===== config.mk =====
export PLATFORM = sky130hd
export DESIGN_NAME = sar_cal_ctrl
export DESIGN_NICKNAME = d
export VERILOG_FILES = /design/src/rtl/sar_cal_pkg.sv /design/src/rtl/err_window_acc.sv /design/src/rtl/sar_step_ctrl.sv /design/src/rtl/sar_cal_ctrl.sv
export SDC_FILE = /design/constraint.sdc
export NUM_CORES = 1
export LEC_CHECK = 0
export BUFFER_PORTS_ARGS = -buffer_cell sky130_fd_sc_hd__buf_2
export CAP_MARGIN = 20
export CELL_PAD_IN_SITES_DETAIL_PLACEMENT = 0
export CELL_PAD_IN_SITES_GLOBAL_PLACEMENT = 1
export CORE_ASPECT_RATIO = 0.8
export CORE_MARGIN = 5
export CORE_UTILIZATION = 40
export DETAILED_ROUTE_END_ITERATION = 6
export PLACE_DENSITY = 0.73
export RECOVER_POWER = 100
export SLEW_MARGIN = 20
export SYNTH_ARGS = -nofsm -noshare
export SYNTH_HDL_FRONTEND = slang
export SYNTH_SLANG_ARGS = --single-unit

===== constraint.sdc =====
create_clock -name clk_i -period 2.65 [get_ports clk_i]
set_input_delay 0.1325 -clock clk_i [delete_from_list [all_inputs] [get_ports clk_i]]
set_output_delay 0.1325 -clock clk_i [all_outputs]
set_load 0.02 [all_outputs]

===== src/rtl/sar_cal_pkg.sv =====
package sar_cal_pkg;

  typedef enum logic [1:0] {
    CAL_BASE  = 2'd0,
    CAL_TRIAL = 2'd1,
    CAL_LOCK  = 2'd2
  } cal_state_e;

  function automatic logic [15:0] sat_add1(input logic [15:0] val, input logic inc,
                                           input logic [15:0] max_val);
    if (!inc || val >= max_val) return (val >= max_val) ? max_val : val;
    return val + 16'd1;
  endfunction

endpackage


===== src/rtl/err_window_acc.sv =====
module err_window_acc #(
  parameter int WIN_LOG2 = 10
) (
  input  logic                clk_i,
  input  logic                rst_ni,
  input  logic                clr_i,
  input  logic                en_i,
  input  logic                err_bit_i,
  input  logic                ref_bit_i,
  output logic                done_o,
  output logic [WIN_LOG2-1:0] count_o,
  output logic [WIN_LOG2-1:0] cnt_q_o
);
  import sar_cal_pkg::*;

  localparam int CNT_W = WIN_LOG2;
  localparam logic [CNT_W-1:0] CNT_MAX = {CNT_W{1'b1}};
  localparam logic [WIN_LOG2-1:0] LAST_Q = {WIN_LOG2{1'b1}};

  logic [CNT_W-1:0]    cnt_q;
  logic [WIN_LOG2-1:0] qidx_q;
  logic                mismatch;
  logic [CNT_W-1:0]    cnt_next;
  logic [15:0]         sum16;

  assign mismatch = err_bit_i ^ ref_bit_i;
  assign sum16    = sat_add1(16'(cnt_q), mismatch, 16'(CNT_MAX));
  assign cnt_next = sum16[CNT_W-1:0];
  assign done_o   = en_i && !clr_i && (qidx_q == LAST_Q);
  assign count_o  = cnt_next;
  assign cnt_q_o  = cnt_q;

  always_ff @(posedge clk_i or negedge rst_ni) begin
    if (!rst_ni) begin
      cnt_q  <= '0;
      qidx_q <= '0;
    end else if (clr_i) begin
      cnt_q  <= '0;
      qidx_q <= '0;
    end else if (en_i) begin
      qidx_q <= qidx_q + 1'b1;
      if (qidx_q == LAST_Q) cnt_q <= '0;
      else                  cnt_q <= cnt_next;
    end
  end

endmodule


===== src/rtl/sar_step_ctrl.sv =====
module sar_step_ctrl #(
  parameter int CTRL_W = 6,
  parameter int CNT_W  = 10
) (
  input  logic              clk_i,
  input  logic              rst_ni,
  input  logic              clr_i,
  input  logic              done_i,
  input  logic [CNT_W-1:0]  count_i,
  input  logic [CNT_W-1:0]  target_i,
  output logic [CTRL_W-1:0] ctrl_o,
  output logic [CTRL_W-1:0] trial_o,
  output logic              locked_o
);
  import sar_cal_pkg::*;

  localparam logic [CTRL_W-1:0] MSB_ONLY = {1'b1, {(CTRL_W-1){1'b0}}};

  cal_state_e        state_q;
  logic [CTRL_W-1:0] ctrl_q;
  logic [CTRL_W-1:0] mask_q;
  logic [CTRL_W-1:0] next_mask;
  logic [CTRL_W-1:0] kept_ctrl;
  logic              keep_bit;

  assign keep_bit  = (count_i >= target_i);
  assign next_mask = mask_q >> 1;
  assign kept_ctrl = keep_bit ? ctrl_q : (ctrl_q & ~mask_q);

  always_ff @(posedge clk_i or negedge rst_ni) begin
    if (!rst_ni) begin
      state_q <= CAL_BASE;
      ctrl_q  <= '0;
      mask_q  <= '0;
    end else if (clr_i) begin
      state_q <= CAL_BASE;
      ctrl_q  <= '0;
      mask_q  <= '0;
    end else if (done_i) begin
      unique case (state_q)
        CAL_BASE: begin
          ctrl_q  <= MSB_ONLY;
          mask_q  <= MSB_ONLY;
          state_q <= CAL_TRIAL;
        end
        CAL_TRIAL: begin
          ctrl_q <= kept_ctrl | next_mask;
          mask_q <= next_mask;
          if (mask_q[0]) state_q <= CAL_LOCK;
        end
        default: ;
      endcase
    end
  end

  assign ctrl_o   = ctrl_q;
  assign trial_o  = mask_q;
  assign locked_o = (state_q == CAL_LOCK);

endmodule


===== src/rtl/sar_cal_ctrl.sv =====
module sar_cal_ctrl #(
  parameter int CTRL_W   = 6,
  parameter int WIN_LOG2 = 10
) (
  input  logic                clk_i,
  input  logic                rst_ni,
  input  logic                recal_i,
  input  logic                query_i,
  input  logic                err_bit_i,
  input  logic                ref_bit_i,
  input  logic [WIN_LOG2-1:0] target_i,
  output logic [CTRL_W-1:0]   ctrl_o,
  output logic                locked_o
);

  logic                acc_en;
  logic                acc_done;
  logic [WIN_LOG2-1:0] acc_count;
  logic [WIN_LOG2-1:0] acc_cnt_q;
  logic [CTRL_W-1:0]   trial_mask;
  logic                locked;

  assign acc_en = query_i && !locked;

  err_window_acc #(.WIN_LOG2(WIN_LOG2)) u_acc (
    .clk_i    (clk_i),
    .rst_ni   (rst_ni),
    .clr_i    (recal_i),
    .en_i     (acc_en),
    .err_bit_i(err_bit_i),
    .ref_bit_i(ref_bit_i),
    .done_o   (acc_done),
    .count_o  (acc_count),
    .cnt_q_o  (acc_cnt_q)
  );

  sar_step_ctrl #(.CTRL_W(CTRL_W), .CNT_W(WIN_LOG2)) u_step (
    .clk_i   (clk_i),
    .rst_ni  (rst_ni),
    .clr_i   (recal_i),
    .done_i  (acc_done),
    .count_i (acc_count),
    .target_i(target_i),
    .ctrl_o  (ctrl_o),
    .trial_o (trial_mask),
    .locked_o(locked)
  );

  assign locked_o = locked;

endmodule


==> run metrics <==
total power 1.004 mW; r2r startpoint u_acc.cnt_q_o[0]; post-route setup slack 0.1613 ns; largest vdd supply drop 0.2074 mV; R2R cell count 11; slowest stage delay, CP 0.36 ns; Synth top cells by count dfrtp_1, nand2_1, nor2_1; maxcap violations 1; Most used DFF post-synth dfrtp_1; DRT Wirelength 4.905 mm; first-pass GRT wire length 8.231 mm; master of the slowest instance on the critical path dfrtp_1; Netlist cell types 48; initial DRC count 90; design area 2506 µm²; CTS tree yes; Synth async-reset ratio 1.000; fin crit period 2.489 ns; largest net degree at the start of global routing 35; I/O Pins 23; Rows 24; synthesized flop and latch total 34; Congestion Overflow GR 0; placed inst area 2430 µm²; fillers 560; die width 92.46 µm; drc violations 0; Final Slew Violations 35; Synth Net Count 274; crit start category register; layout cells sized above 1 0.1667; Final nets 311; Slew HR -0.2241; Synth area leader dfrtp_1; root buf cell clkbuf_8; start point of the critical path u_acc.cnt_q_o[0]; vias in the first global route 1729; die area 7024 µm²; CP Max Fanout 4; synth warn 0; Final Hold Viols 0; failing checks max-capacitance violations, max-slew violations; H-tree depth 2; status finished with violations; CTS buffer count 5; Buffers on Ports 22; total track usage 0.1443; Post-DRT Antenna Nets 0; antenna violations before repair 0; LEAKAGE 1.151 nW; Tcrit/Tclk final 0.9391; via count 1853; Area Overhead vs Synth 15.18%; critical path, cell by cell buf_4 -> nand3_1 -> nor3b_2 -> and3_1 -> xor2_1 -> ha_1 -> a21oi_1 -> o311ai_1 -> buf_4 -> nor3_2 -> o32ai_2; top cell type's share of synthesized area 0.3910; kind of critical path reg -> reg; Core ar. 5375 µm²; Bufs on Longest Clock Path 2; Mapped Cells 246; Worst-Skew Late Latency 0.28 ns; via-per-instance ratio 5.340; HPWL Detailed 3.745 mm; diode count 0; Post-synth EDFFs 0; DP Worst Slack 0.01870 ns; endpoints failing setup 0; CTS clock-pin slew for the worst setup and hold paths 0.07 ns; clock sinks 34; wire per inst 14.14 µm; clk_skew 0.007844 ns; PwrDens 400.5 nW/µm²; final core occ 0.4662; sequential area share after synthesis 0.3910; Mapped Area 2176 µm²; arrival time at the worst endpoint 2.64 ns; Final Hold Slack 0.2645 ns; cell with the most instances after synthesis dfrtp_1; Syn Area/Cell 8.845 µm²; worst hold path type in -> reg; die height 75.97 µm; Final GP Congestion 0.7959; Post CTS Setup Buffer Count 0; cell mode on critical path buf_4; Setup crit end kind register; reg2reg setup slack 0.16 ns; CP required 2.81 ns; Synth area leaders dfrtp_1, ha_1, nand2_1, xnor2_1, nor2_1; CP endpoint u_step.ctrl_o[5]; r2r endpoint u_step.ctrl_o[5]; worst slew pin tran 1.836 ns; drt first pass iters 4; Peak Freq 401.8 MHz; Starting Density 0.4048
cells in the final DEF (no fill, tap or decap), drive strengths merged:
cell          n
inv          20
or3           6
nor2         24
a211oi        2
o32ai         1
and3          3
o221ai        1
o21ai        14
a22o          4
a22oi         4
o31ai         1
xor2          6
a31oi         5
nand2b        3
a21oi        15
xnor2        11
a21o          3
o21a          2
a41oi         1
nor4b         2
nor3b         2
nor3          7
o211ai        1
nor2b         2
a32o          1
o311ai        1
buf          26
nand3        14
nand4         5
dlygate4sd3   1
o2bb2ai       4
dfrtp        34
clkbuf       15
nand2        29
ha           12
worst min-delay path by stage:
| stage | endpoint | from | cells past startpoint | slack, ns |
|---|---|---|---|---|
| after floorplan | u_acc.cnt_q_o[0] | rst_ni | 0 | -0.16 |
| after CTS | u_acc.qidx_q[1] | query_i | 4 | 0.20 |
| after global placement | u_step.ctrl_o[1] | rst_ni | 1 | 0.24 |
| final | u_acc.qidx_q[1] | query_i | 4 | 0.26 |
| after global routing | u_acc.qidx_q[0] | recal_i | 2 | 0.31 |
| after detailed placement | u_step.ctrl_o[1] | rst_ni | 1 | 0.26 |
critical path: cells and delay by family (launching register included):
family	cells	cell delay, ns
adders and majority gates	1	0.30
and+or+nand+nor	4	0.77
DFF	1	0.36
xor gates and xnor gates	1	0.24
buffers and inverters	2	0.30
AOI/OAI and AO/OA	3	0.40
stage by stage:
| step | cells | setup TNS, ns |
|---|---|---|
| final | 347 | 0 |
| after global routing | 347 | -0.07706 |
| after CTS | 347 | 0 |
| after detailed placement | 340 | 0 |
| after global placement | 340 | 0 |
| after floorplan | 246 | 0 |
logic make-up (layout without fill, tap and decap cells):
group,count (synthesis),after routing,synth area share
buffers and inverters,26,62,0.05060
adders and majority gates,12,12,0.06900
DFF,34,34,0.3910
xor gates and xnor gates,17,17,0.06843
and+or+nand+nor,97,97,0.2398
AOI/OAI and AO/OA,60,60,0.1811
report_power, final:
part / switching, mW / total [mW] / internal (mW)
combinational: 0.0608 / 0.0984 / 0.0377
sequential: 0.00435 / 0.528 / 0.524
clock: 0.177 / 0.377 / 0.200
flip-flops by register name, summed over array words and instances, names as in the netlist:
register,count
u_acc.cnt_q_o,10
u_acc.qidx_q,10
u_step.ctrl_o,6
u_step.trial_o,6
u_step.state_q,2
timing repair:
item | 4_1_cts | 5_1_grt
setup endpoints to repair | 0 | 6
endpoints found under the hold margin | 34 | 0
gates resized for setup | 0 | 13
hold buffers | 1 | 0
metal layers:
layer | global-route usage | part of all wire | routed length, µm | vias to the layer above
li1 | - | - | - | 943
met2 | 0.1941 | 0.40 | 1962 | 50
met3 | 0.03861 | 0.061 | 301 | 11
met4 | 0.04896 | 0.019 | 91 | 0
met5 | 0 | 0 | 0 | -
met1 | 0.2195 | 0.52 | 2550 | 849
layout make-up:
cell class                 count  area [µm²]  area share
inverter                      20       75.07     0.02996
tap                           65       81.33     0.03245
timing repair buffer          36       203.9     0.08138
multi-input combinational    186        1211      0.4833
sequential                    34       852.1      0.3400
clock buffer                   6       82.58     0.03295
(Power assumes the default switching activity.)
